## src/rtl/adc_chain_pkg.sv

```systemverilog
package adc_chain_pkg;
  typedef enum logic {
    MODE_CHAIN = 1'b0,
    MODE_SEL   = 1'b1
  } port_mode_e;
endpackage

```

## src/rtl/adc_conv_ctrl.sv

```systemverilog
module adc_conv_ctrl
  import adc_chain_pkg::*;
#(
  parameter int CONV_CYCLES = 20,
  parameter int CNT_W       = $clog2(CONV_CYCLES + 1)
) (
  input  logic       clk,
  input  logic       rst_n,
  input  logic       cnv_rise,
  input  logic       sdi_prev,
  input  logic       turbo,
  input  logic       cnv,
  input  logic       sdi,
  output port_mode_e mode,
  output logic       active,
  output logic       load,
  output logic       start_set
);
  port_mode_e       mode_q, mode_d;
  logic [CNT_W-1:0] cnt_q, cnt_d;
  logic             active_q, active_d;

  assign load      = active_q && (cnt_q == CNT_W'(1));
  assign start_set = load && (mode_q == MODE_SEL) && !turbo && (!cnv || !sdi);
  assign mode      = mode_q;
  assign active    = active_q;

  always_comb begin
    mode_d   = mode_q;
    cnt_d    = cnt_q;
    active_d = active_q;
    if (!active_q) begin
      if (cnv_rise) begin
        // level of sdi one clock before the edge decides; turbo overrides chain
        mode_d   = (sdi_prev || turbo) ? MODE_SEL : MODE_CHAIN;
        cnt_d    = CNT_W'(CONV_CYCLES);
        active_d = 1'b1;
      end
    end else if (load) begin
      cnt_d    = '0;
      active_d = 1'b0;
    end else begin
      cnt_d = cnt_q - CNT_W'(1);
    end
  end

  always_ff @(posedge clk or negedge rst_n) begin
    if (!rst_n) begin
      mode_q   <= MODE_SEL;
      cnt_q    <= '0;
      active_q <= 1'b0;
    end else begin
      mode_q   <= mode_d;
      cnt_q    <= cnt_d;
      active_q <= active_d;
    end
  end
endmodule

```

## src/rtl/adc_shift_path.sv

```systemverilog
module adc_shift_path #(
  parameter int DATA_W = 14
) (
  input  logic              clk,
  input  logic              rst_n,
  input  logic              load,
  input  logic [DATA_W-1:0] sample,
  input  logic              start_set,
  input  logic              start_clr,
  input  logic              shift_en,
  input  logic              shift_in,
  output logic              msb,
  output logic              start
);
  logic [DATA_W-1:0] sh_q, sh_d;
  logic              start_q, start_d;

  always_comb begin
    sh_d    = sh_q;
    start_d = start_q;
    if (load) begin
      sh_d    = sample;
      start_d = start_set;
    end else begin
      if (start_clr) start_d = 1'b0;
      if (shift_en) begin
        if (start_q) start_d = 1'b0;
        else         sh_d    = {sh_q[DATA_W-2:0], shift_in};
      end
    end
  end

  always_ff @(posedge clk or negedge rst_n) begin
    if (!rst_n) begin
      sh_q    <= '0;
      start_q <= 1'b0;
    end else begin
      sh_q    <= sh_d;
      start_q <= start_d;
    end
  end

  assign msb   = sh_q[DATA_W-1];
  assign start = start_q;
endmodule

```

## src/rtl/adc_chain_port.sv

```systemverilog
module adc_chain_port
  import adc_chain_pkg::*;
#(
  parameter int DATA_W      = 14,
  parameter int CONV_CYCLES = 20
) (
  input  logic              clk,
  input  logic              rst_n,
  input  logic              cnv,
  input  logic              sck,
  input  logic              sdi,
  input  logic              turbo,
  input  logic [DATA_W-1:0] sample_i,
  output logic              sdo,
  output logic              sdo_oe
);
  localparam int CNT_W = $clog2(CONV_CYCLES + 1);

  logic       cnv_q, sck_q, sdi_q;
  logic       cnv_rise, sck_fall, shift_en, shift_in;
  logic       load, start_set, start, msb, conv_active, mode_sel;
  port_mode_e mode;

  always_ff @(posedge clk or negedge rst_n) begin
    if (!rst_n) begin
      cnv_q <= 1'b1;
      sck_q <= 1'b0;
      sdi_q <= 1'b1;
    end else begin
      cnv_q <= cnv;
      sck_q <= sck;
      sdi_q <= sdi;
    end
  end

  assign cnv_rise = cnv && !cnv_q;
  assign sck_fall = !sck && sck_q;
  assign shift_en = sck_fall && !cnv;
  assign mode_sel = (mode == MODE_SEL);
  assign shift_in = mode_sel ? 1'b0 : sdi;

  adc_conv_ctrl #(.CONV_CYCLES(CONV_CYCLES), .CNT_W(CNT_W)) ctrl_i (
    .clk(clk), .rst_n(rst_n), .cnv_rise(cnv_rise), .sdi_prev(sdi_q),
    .turbo(turbo), .cnv(cnv), .sdi(sdi), .mode(mode),
    .active(conv_active), .load(load), .start_set(start_set)
  );

  adc_shift_path #(.DATA_W(DATA_W)) path_i (
    .clk(clk), .rst_n(rst_n), .load(load), .sample(sample_i),
    .start_set(start_set), .start_clr(cnv_rise), .shift_en(shift_en),
    .shift_in(shift_in), .msb(msb), .start(start)
  );

  always_comb begin
    if (start)                         sdo = 1'b1;
    else if (conv_active && mode_sel)  sdo = 1'b0;
    else                               sdo = msb;
  end

  assign sdo_oe = !mode_sel || !cnv;
endmodule

```

## config.mk

```make
export PLATFORM = sky130hd
export DESIGN_NAME = adc_chain_port
export DESIGN_NICKNAME = d
export VERILOG_FILES = /design/src/rtl/adc_chain_pkg.sv /design/src/rtl/adc_conv_ctrl.sv /design/src/rtl/adc_shift_path.sv /design/src/rtl/adc_chain_port.sv
export SDC_FILE = /design/constraint.sdc
export NUM_CORES = 1
export LEC_CHECK = 0
export ABC_AREA = 1
export CAP_MARGIN = 0
export CORE_MARGIN = 2
export CORE_UTILIZATION = 40
export CTS_CLUSTER_SIZE = 40
export DETAILED_ROUTE_END_ITERATION = 16
export HOLD_SLACK_MARGIN = 0.05
export PLACE_DENSITY = 0.66
export SLEW_MARGIN = 20
export SYNTH_ARGS = -nofsm -noshare
export SYNTH_HDL_FRONTEND = slang
export SYNTH_SLANG_ARGS = --single-unit
```

## constraint.sdc

```tcl
create_clock -name clk -period 3.59 [get_ports clk]
set_input_delay 0.718 -clock clk [delete_from_list [all_inputs] [get_ports clk]]
set_output_delay 0.718 -clock clk [all_outputs]
set_load 0.01 [all_outputs]
```

==> run summary <==
Status = completed
Final setup margin = 1.015 ns
Area contributors post-synth = dfrtp_1 (40%), nand3_1 (13%), nand2_1 (8.1%), nand3_2 (7.2%), dfstp_2 (5.7%)
Placed cell areas = 0.001594 mm^2
Global placement routability congestion = 0.7989
Layout Cells excl Fill = 223
Nature of the critical path startpoint = primary input
Crit path kind = primary input to output port
Setup Viol. Count Final = 0
Clk Latency, worst-skew pair = 0.32 ns
Synth Register Bits = 25
Max Fclk = 388.4 MHz
Power Total = 1.025 mW
Top cells by count, synth = nand3_1 (36), nand2_1 (30), dfrtp_1 (22)
TritonCTS clock tree = yes
Drt first pass iters = 4
P_leak = 0.8031 nW
Syn Area/Cell = 8.822 um^2
Post-Syn Nets = 179
Final nets = 200
Worst path arrival time = 1.86 ns
Starting density of the core = 0.4151
CTS Root Cell = clkbuf_4
CP max-delay cell = clkdlybuf4s50_1
Worst slew pin tran = 0.4582 ns
Count of cell types in the netlist = 22
Number of global-route vias before repair = 1058
Cell type with the largest total area after synthesis = dfrtp_1
Die Footprint = 0.003949 mm^2
GRT Overall Usage = 0.1435
Max incr delay on CP = 0.53 ns
Post-CTS Repair Setup Buffers = 0
Die W = 62.85 um
Core Util, Final = 0.4867
Port Buffers = 21
Post-synth EDFFs = 0
Core Area = 0.003337 mm^2
Clock sink count = 25
Mapped cell area = 0.001385 mm^2
Critical-path maximum fanout = 6
Pre-CTS setup slack = 1.017 ns
Synth Warn # = 0
Sum of negative setup slack = 0 ns
H-tree Lvls = 1
Layout cell share with drive strength beyond 1 = 0.1864
Final period util = 0.7171
CTS resizes = 0
Hold_buf cts = 0
Largest net degree at the start of global routing = 29
Initial antenna violation count = 0
Num CTS Buffers = 3
Via-per-instance ratio = 4.852
Drc violations = 0
Family with the most delay on the worst path = buffers and inverters
Max-cap violations = 0
Fin. max-slew vios = 0
Die Y = 62.85 um
Seq/Total Area, Yosys = 0.4544
Vias = 1082
Antenna Cells = 0
Reg clk slew, reported paths = 0.14 ns
Top cell by count, worst path = clkdlybuf4s50_1
Avg WL per Cell = 11.57 um
Synth Flop Type = dfrtp_1
Row Count = 21
Max VDD drop = 321.9 uV
Cells after Synth = 157
Global-route wire length before repair = 4.643 mm
Post-route cell area = 0.001624 mm^2
Post-synth top area share = 0.3975
Fin Clk Skew = 0.003074 ns
Worst min path class = register to register
Crit. End Element = output port
Grt total ovfl = 0
Power Density = 631.1 mW/mm^2
Tmin final = 2.575 ns
Max-Slew Margin vs Limit = 0.6945
Placed cells = 219
Final Hold Vio Count = 0
Ports = 22
RSZ-0062 raised after global routing = false
Starting DRT DRC Count = 66
DP HPWL = 1.861 mm
Sequence of cells on the critical path = clkdlybuf4s50_1 -> nand2_1 -> clkdlybuf4s50_1
Async set or reset register ratio after synthesis = 1.000
P&R area growth vs syn = 17.25%
WP data required = 2.87 ns
Buf/Inv on CP = 2
Clk buf depth = 2
Final wirelength = 2.581 mm
Antenna Violating Nets Remaining = 0
Hold_ws = 0.5010 ns
Top-count cell post-synth = nand3_1
## where the power goes
group	leakage, nW	internal [mW]	switching [mW]
clock	0.0139	0.0426	0.0891
combinational	0.481	0.177	0.233
sequential	0.308	0.394	0.0889
total	0.803	0.614	0.411
## sequential cells by signal (all words and copies together), names as in the netlist
name,cells
path_i.start,1
path_i.sh_q,14
ctrl_i.mode,1
ctrl_i.active,1
ctrl_i.cnt_q,5
sck_q,1
sdi_q,1
cnv_q,1
## placed cells by master (no fill, tap or decap)
cell              n
nand3_1          36
nand2_1          30
dfrtp_1          22
clkdlybuf4s50_1  21
inv_1            16
nand3_2          10
nand2_2          10
nor2_1            7
o21ai_0           5
a21oi_1           3
clkbuf_4          3
dfstp_2           3
ha_1              2
nand2_4           1
nor2_8            1
nor2_4            1
nand2_8           1
inv_6             1
clkinv_1          1
o21bai_1          1
clkinvlp_4        1
buf_4             1
## area by class of cell
cell class / instances / area (um^2)
Clock inverter: 1 / 7.507
Timing Repair Buffer: 22 / 217.7
Sequential cell: 25 / 629.4
Inverter: 18 / 72.57
Multi-Input combinational cell: 108 / 616.8
Clock buffer: 3 / 22.52
Fill cell: 341 / 1713
Tap cell: 46 / 57.56
## worst paths after layout
check,startpoint,endpoint,slack [ns],cells after the start
setup / recovery,cnv,sdo_oe,1.02,3
hold / removal,path_i.sh_q[6],path_i.sh_q[6],0.50,2
setup reg to reg,ctrl_i.cnt_q[1],path_i.start,2.08,8
hold reg to reg,path_i.sh_q[6],path_i.sh_q[6],0.50,2
max in group asynchronous,rst_n,sdi_q,2.58,2
min in group asynchronous,rst_n,path_i.sh_q[12],0.72,2
## tightest hold or removal path, stage by stage, from the launching register on
cell,delay (ns)
dfrtp_1,0.37
nand2_1,0.05
nand2_1,0.06
## per-layer routing
metal	global-route usage	vias to the layer above	wire length (um)
met1	0.1838	512	1197
li1	-	549	-
met3	0.03784	2	107
met4	0.03333	0	21
met5	0	-	0
met2	0.2419	19	1255
## kinds of logic after synthesis
kind of cell,count (synthesis),synth area share
buffers and inverters,24,0.1003
AND/OR/NAND/NOR,97,0.3930
flip-flops,25,0.4544
adder cells (fa/ha/maj),2,0.01806
AO/OA/AOI/OAI,9,0.03432
No activity file was read; power rests on OpenSTA's default activity.
